$ cat config.mk
export PLATFORM = sky130hd
export DESIGN_NAME = cfg_loader
export DESIGN_NICKNAME = d
export VERILOG_FILES = /design/src/rtl/cfg_pkg.sv /design/src/rtl/cfg_crc_step.sv /design/src/rtl/cfg_startup.sv /design/src/rtl/cfg_loader.sv
export SDC_FILE = /design/constraint.sdc
export NUM_CORES = 1
export LEC_CHECK = 0
export BUFFER_PORTS_ARGS = -buffer_cell sky130_fd_sc_hd__buf_2
export CAP_MARGIN = 40
export CORE_MARGIN = 5
export CORE_UTILIZATION = 55
export CTS_BUF_LIST = sky130_fd_sc_hd__clkbuf_8
export CTS_CLUSTER_DIAMETER = 150
export DETAILED_ROUTE_END_ITERATION = 10
export PLACE_DENSITY = 0.76
export SYNTH_ARGS = -nofsm -noshare
export SYNTH_HDL_FRONTEND = slang
export SYNTH_SLANG_ARGS = --single-unit
export TNS_END_PERCENT = 30
$ cat constraint.sdc
create_clock -name clk -period 10.2 [get_ports clk]
set_input_delay 1.02 -clock clk [delete_from_list [all_inputs] [get_ports clk]]
set_output_delay 1.02 -clock clk [all_outputs]
set_load 0.05 [all_outputs]
$ cat src/rtl/cfg_pkg.sv
package cfg_pkg;
  localparam int          WORD_W    = 32;
  localparam logic [31:0] WIDTH_PAT = 32'h0000_00BB;
  localparam logic [31:0] SYNC_WORD = 32'hAA99_5566;
  localparam logic [31:0] CRC_POLY  = 32'h1EDC_6F41;
  localparam logic [31:0] CRC_INIT  = 32'hFFFF_FFFF;

  typedef enum logic [3:0] {
    P_CLR, P_MODE, P_WID, P_SYNC, P_ID, P_LEN, P_DATA, P_CRC, P_BOOT, P_ERR
  } parse_t;

  typedef enum logic [2:0] {
    SU_IDLE, SU_REL, SU_WLOCK, SU_WMATCH, SU_OE, SU_DONE
  } boot_t;
endpackage

$ cat src/rtl/cfg_crc_step.sv
module cfg_crc_step #(
  parameter int          WW   = 32,
  parameter logic [31:0] POLY = 32'h1EDC_6F41
) (
  input  logic [31:0]   crc_in,
  input  logic [WW-1:0] word,
  output logic [31:0]   crc_out
);
  // One word folded MSB first, one polynomial step per bit.
  always_comb begin
    logic [31:0] c;
    logic fb;
    c = crc_in;
    for (int i = WW - 1; i >= 0; i--) begin
      fb = c[31] ^ word[i];
      c  = {c[30:0], 1'b0};
      if (fb) c = c ^ POLY;
    end
    crc_out = c;
  end
endmodule

$ cat src/rtl/cfg_startup.sv
module cfg_startup
  import cfg_pkg::*;
(
  input  logic clk,
  input  logic rst_n,
  input  logic restart,
  input  logic go,
  input  logic wait_lock_en,
  input  logic wait_match_en,
  input  logic pll_lock,
  input  logic imp_match,
  output logic ff_release,
  output logic out_en,
  output logic done
);
  boot_t st;

  always_ff @(posedge clk or negedge rst_n) begin
    if (!rst_n) st <= SU_IDLE;
    else if (restart) st <= SU_IDLE;
    else begin
      case (st)
        SU_IDLE:   if (go) st <= SU_REL;
        SU_REL:    st <= SU_WLOCK;
        SU_WLOCK:  if (!wait_lock_en || pll_lock) st <= SU_WMATCH;
        SU_WMATCH: if (!wait_match_en || imp_match) st <= SU_OE;
        SU_OE:     st <= SU_DONE;
        SU_DONE:   st <= SU_DONE;
        default:   st <= SU_IDLE;
      endcase
    end
  end

  assign ff_release = (st != SU_IDLE);
  assign out_en     = (st == SU_OE) || (st == SU_DONE);
  assign done       = (st == SU_DONE);
endmodule

$ cat src/rtl/cfg_loader.sv
module cfg_loader
  import cfg_pkg::*;
#(
  parameter int          DEPTH     = 16,
  parameter logic [31:0] DEVICE_ID = 32'h0A5C_3093,
  localparam int         AW        = $clog2(DEPTH),
  localparam int         CW        = $clog2(DEPTH + 1)
) (
  input  logic              clk,
  input  logic              rst_n,
  input  logic              prog_n,
  input  logic [2:0]        mode_pins,
  input  logic              wait_lock_en,
  input  logic              wait_match_en,
  input  logic              pll_lock,
  input  logic              imp_match,
  input  logic              s_valid,
  input  logic [WORD_W-1:0] s_data,
  output logic              s_ready,
  output logic              mem_clr,
  output logic              mem_we,
  output logic [AW-1:0]     mem_addr,
  output logic [WORD_W-1:0] mem_wdata,
  output logic [2:0]        cfg_mode,
  output logic              ff_release,
  output logic              out_en,
  output logic              done,
  output logic              err
);
  parse_t      st;
  logic [CW-1:0] idx, total;
  logic [31:0] crc_q, crc_nx;
  logic        parsing, hs, crc_ok;

  assign parsing = st inside {P_WID, P_SYNC, P_ID, P_LEN, P_DATA, P_CRC};
  assign s_ready = prog_n && parsing;
  assign hs      = s_valid && s_ready;
  assign crc_ok  = (st == P_CRC) && hs && (s_data == crc_q);

  cfg_crc_step #(.WW(WORD_W), .POLY(CRC_POLY)) u_crc (
    .crc_in (crc_q),
    .word   (s_data),
    .crc_out(crc_nx)
  );

  always_ff @(posedge clk or negedge rst_n) begin
    if (!rst_n) begin
      st       <= P_CLR;
      idx      <= '0;
      total    <= '0;
      crc_q    <= CRC_INIT;
      cfg_mode <= '0;
    end else if (!prog_n) begin
      st  <= P_CLR;
      idx <= '0;
    end else begin
      case (st)
        P_CLR: begin
          if (idx == CW'(DEPTH - 1)) begin
            st  <= P_MODE;
            idx <= '0;
          end else idx <= idx + 1'b1;
        end
        P_MODE: begin
          cfg_mode <= mode_pins;
          st       <= P_WID;
        end
        P_WID: if (hs && s_data == WIDTH_PAT) st <= P_SYNC;
        P_SYNC: if (hs && s_data == SYNC_WORD) begin
          st    <= P_ID;
          crc_q <= CRC_INIT;
        end
        P_ID: if (hs) begin
          crc_q <= crc_nx;
          st    <= (s_data == DEVICE_ID) ? P_LEN : P_ERR;
        end
        P_LEN: if (hs) begin
          crc_q <= crc_nx;
          total <= s_data[CW-1:0];
          idx   <= '0;
          if (s_data > 32'(DEPTH)) st <= P_ERR;
          else if (s_data == 32'd0) st <= P_CRC;
          else st <= P_DATA;
        end
        P_DATA: if (hs) begin
          crc_q <= crc_nx;
          idx   <= idx + 1'b1;
          if (idx + 1'b1 == total) st <= P_CRC;
        end
        P_CRC: if (hs) st <= crc_ok ? P_BOOT : P_ERR;
        P_BOOT: st <= P_BOOT;
        P_ERR:  st <= P_ERR;
        default: st <= P_ERR;
      endcase
    end
  end

  assign mem_clr   = prog_n && (st == P_CLR);
  assign mem_we    = hs && (st == P_DATA);
  assign mem_addr  = idx[AW-1:0];
  assign mem_wdata = s_data;
  assign err       = (st == P_ERR);

  cfg_startup u_boot (
    .clk          (clk),
    .rst_n        (rst_n),
    .restart      (!prog_n),
    .go           (crc_ok),
    .wait_lock_en (wait_lock_en),
    .wait_match_en(wait_match_en),
    .pll_lock     (pll_lock),
    .imp_match    (imp_match),
    .ff_release   (ff_release),
    .out_en       (out_en),
    .done         (done)
  );
endmodule

==> reports/summary.txt <==
outcome: finished, final reports clean
die width: 123 µm
slew margin rel.: 44.3%
grt total ovfl: 0
Core Area: 12600 µm²
Clock Path Buffers: 2
ys async rst share: 100%
Inserted Clock Buffers: 5
fmax: 157 MHz
number of hold buffers added after CTS: 0
Yosys top cell area share: 21.1%
starting density of the core: 56.0%
layout cells sized above 1: 27.1%
first-pass GRT wire length: 29400 µm
Clock Pin Slew Worst Setup and Hold Paths: 0.10 ns
count of final hold-check violations: 0
main flop type after synthesis: dfstp_2
Routed WL per cell: 22.6 µm
post-synthesis cell area: 7060 µm²
IO Pins: 89
syn_area_per_cell: 11.1 µm²
pre-CTS setup slack: 3.52 ns
Syn-to-layout area delta: 6.95%
Pre-antenna DRT Iters: 5
vias in the first global route: 5090
Ys Warns: 0
Post-Synthesis Net Count: 681
Setup Buffers After CTS: 0
CP max stage delay: 0.75 ns
Post-DP HPWL: 16000 µm
RSZ-0062 raised after global routing: no
# rows: 41
CP endpoint kind: register
post-synthesis mux area share: 1.28%
Critical Path, Cell by Cell: buf_2 > xnor2_2 > xnor3_2 > xnor3_1 > xnor2_2 > xnor3_2 > xnor2_2 > xnor3_2 > xnor3_1 > xnor3_2 > xnor2_2 > xnor3_1 > o22a_1
setup TNS: 0 ns
fin. max-slew vios: 0
final setup violation count: 0
IO Port Bufs: 88
Post-Synthesis Cells: 635
post-synthesis compound-gate area fraction: 6.70%
Post-synth EDFFs: 0
clk root buf: clkbuf_8
antenna cells: 0
Tightest Pin Transition: 0.829 ns
Die ar.: 15200 µm²
Post-Place Cells: 850
Total Wirelength: 19400 µm
area share of and/or/nand/nor cells after synthesis: 8.04%
crit path time final: 6.37 ns
TritonCTS clock tree: yes
DRC errors left: 0
kind of critical path: in2reg
worst path arrival time: 6.62 ns
CP max-delay cell: xnor3_1
Skew-Pair Late Insertion Delay: 0.31 ns
period utilization: 62.5%
via count: 4903
Finished Layout Cells: 858
initial antenna violation count: 0
Yosys reg bits: 52
most area-hungry cell type in the Yosys netlist: xnor2_1
Synth Area in Adders: 0.532%
Tightest Hold Check Type: reg2reg
max-cap violations: 0
crit path max fanout: 8
routed vias/inst: 5.71
CP Data Required Time: 10.45 ns
Setup Skew: 0.0109 ns
largest net degree at the start of global routing: 53
Distinct cells, synth: 56
main combinational cell family by area after synthesis: XOR/XNOR gates
Final Wtd Congestion: 0.995
PnR worst setup slack: 3.83 ns
Gates resized, CTS repair: 0
CP top delay family: XOR/XNOR gates
final core occ: 59.8%
htree depth: 2
chip height: 123 µm
xor-xnor portion of the synthesized cell area: 59.4%
GRT Util Overall: 26.0%
ranking of synthesized cells by area: xnor2_1, xnor3_1, dfstp_2
DRT antenna net count: 0
CP startpoint kind: input pin
CTS Sinks: 52
first-iteration detailed-routing DRC count: 587
crit path buf inv count: 1
nets@finish: 731
Seq/Total Area, Yosys: 19.0%
cells by family after synthesis:
group           count (synthesis)
compound gates                 75
xor+xnor                      330
fa+ha+maj                       3
buf+inv                        57
flops                          52
mux                             8
simple gates                  110
layout make-up:
class,count,area (µm²)
multi-input combinational,526,5380
fill,1065,5070
sequential,52,1340
timing repair buffer,93,478
tap,172,215
clock buffer,5,68.8
clock inverter,3,46.3
inverter,7,26.3
placed cells by master (no fill, tap or decap), drive strengths merged, types with 9 or more instances in the layout:
master	n
o22a	11
buf	93
xnor3	59
nor2	44
o21ai	9
xor3	13
xnor2	194
a21oi	37
nand4	11
xor2	64
dfrtp	20
dfstp	32
flip-flops by register name, indices dropped and copies added, names as in the netlist:
name	flops
st	4
u_boot.st	3
cfg_mode	3
total	5
idx	5
crc_q	32
per-stage QoR:
step	hold slack [ns]	cell area, µm²
finish	0.519	7550
global placement	0.485	7430
global route	0.545	7550
floorplan	0.489	7060
CTS	0.523	7550
detailed placement	0.488	7440
cells in the mapped netlist (all sizes together), types with 2 or more instances:
cell type  number
nand4b          2
nand2           8
o31ai           2
clkbuf         11
nor4b           2
or4             5
inv             6
xnor2         194
a21oi          37
nand2b          5
nand4          11
xor3           13
nor3b           3
nor3            6
nor2           44
o22a           11
or3             4
a211oi          3
mux2            8
nor4            3
dfstp          32
dfrtp          20
nand3           7
xnor3          59
and3            4
buf            39
ha              3
xor2           64
nor2b           2
a211o           2
o21ai           9
path summary, 6_finish.rpt:
| check | start | endpoint | slack [ns] | cells after the start |
|---|---|---|---|---|
| worst max-delay path | s_data[28] | crc_q[20]$_DFFE_PN1P_ | 3.83 | 13 |
| worst min-delay path | cfg_mode[1]$_DFFE_PN0P_ | cfg_mode[1]$_DFFE_PN0P_ | 0.52 | 1 |
| min in group asynchronous | rst_n | st[0]$_DFFE_PN0P_ | 0.80 | 2 |
| worst min register to register | cfg_mode[1]$_DFFE_PN0P_ | cfg_mode[1]$_DFFE_PN0P_ | 0.52 | 1 |
| max in group asynchronous | rst_n | total[0]$_DFFE_PN0P_ | 8.91 | 2 |
| worst max register to register | crc_q[28]$_DFFE_PN1P_ | crc_q[20]$_DFFE_PN1P_ | 4.30 | 12 |
per-layer routing:
| metal | global-route usage, % | up-vias | share of wire (%) |
|---|---|---|---|
| met5 | 0 | - | 0 |
| met4 | 9.83 | 0 | 3.9 |
| met3 | 5.44 | 57 | 7.0 |
| met2 | 43.6 | 219 | 50 |
| met1 | 33.2 | 2401 | 40 |
| li1 | - | 2226 | - |
Power is not shown: default switching activity piles up to over one toggle a cycle in this logic, so the estimate is an artifact.
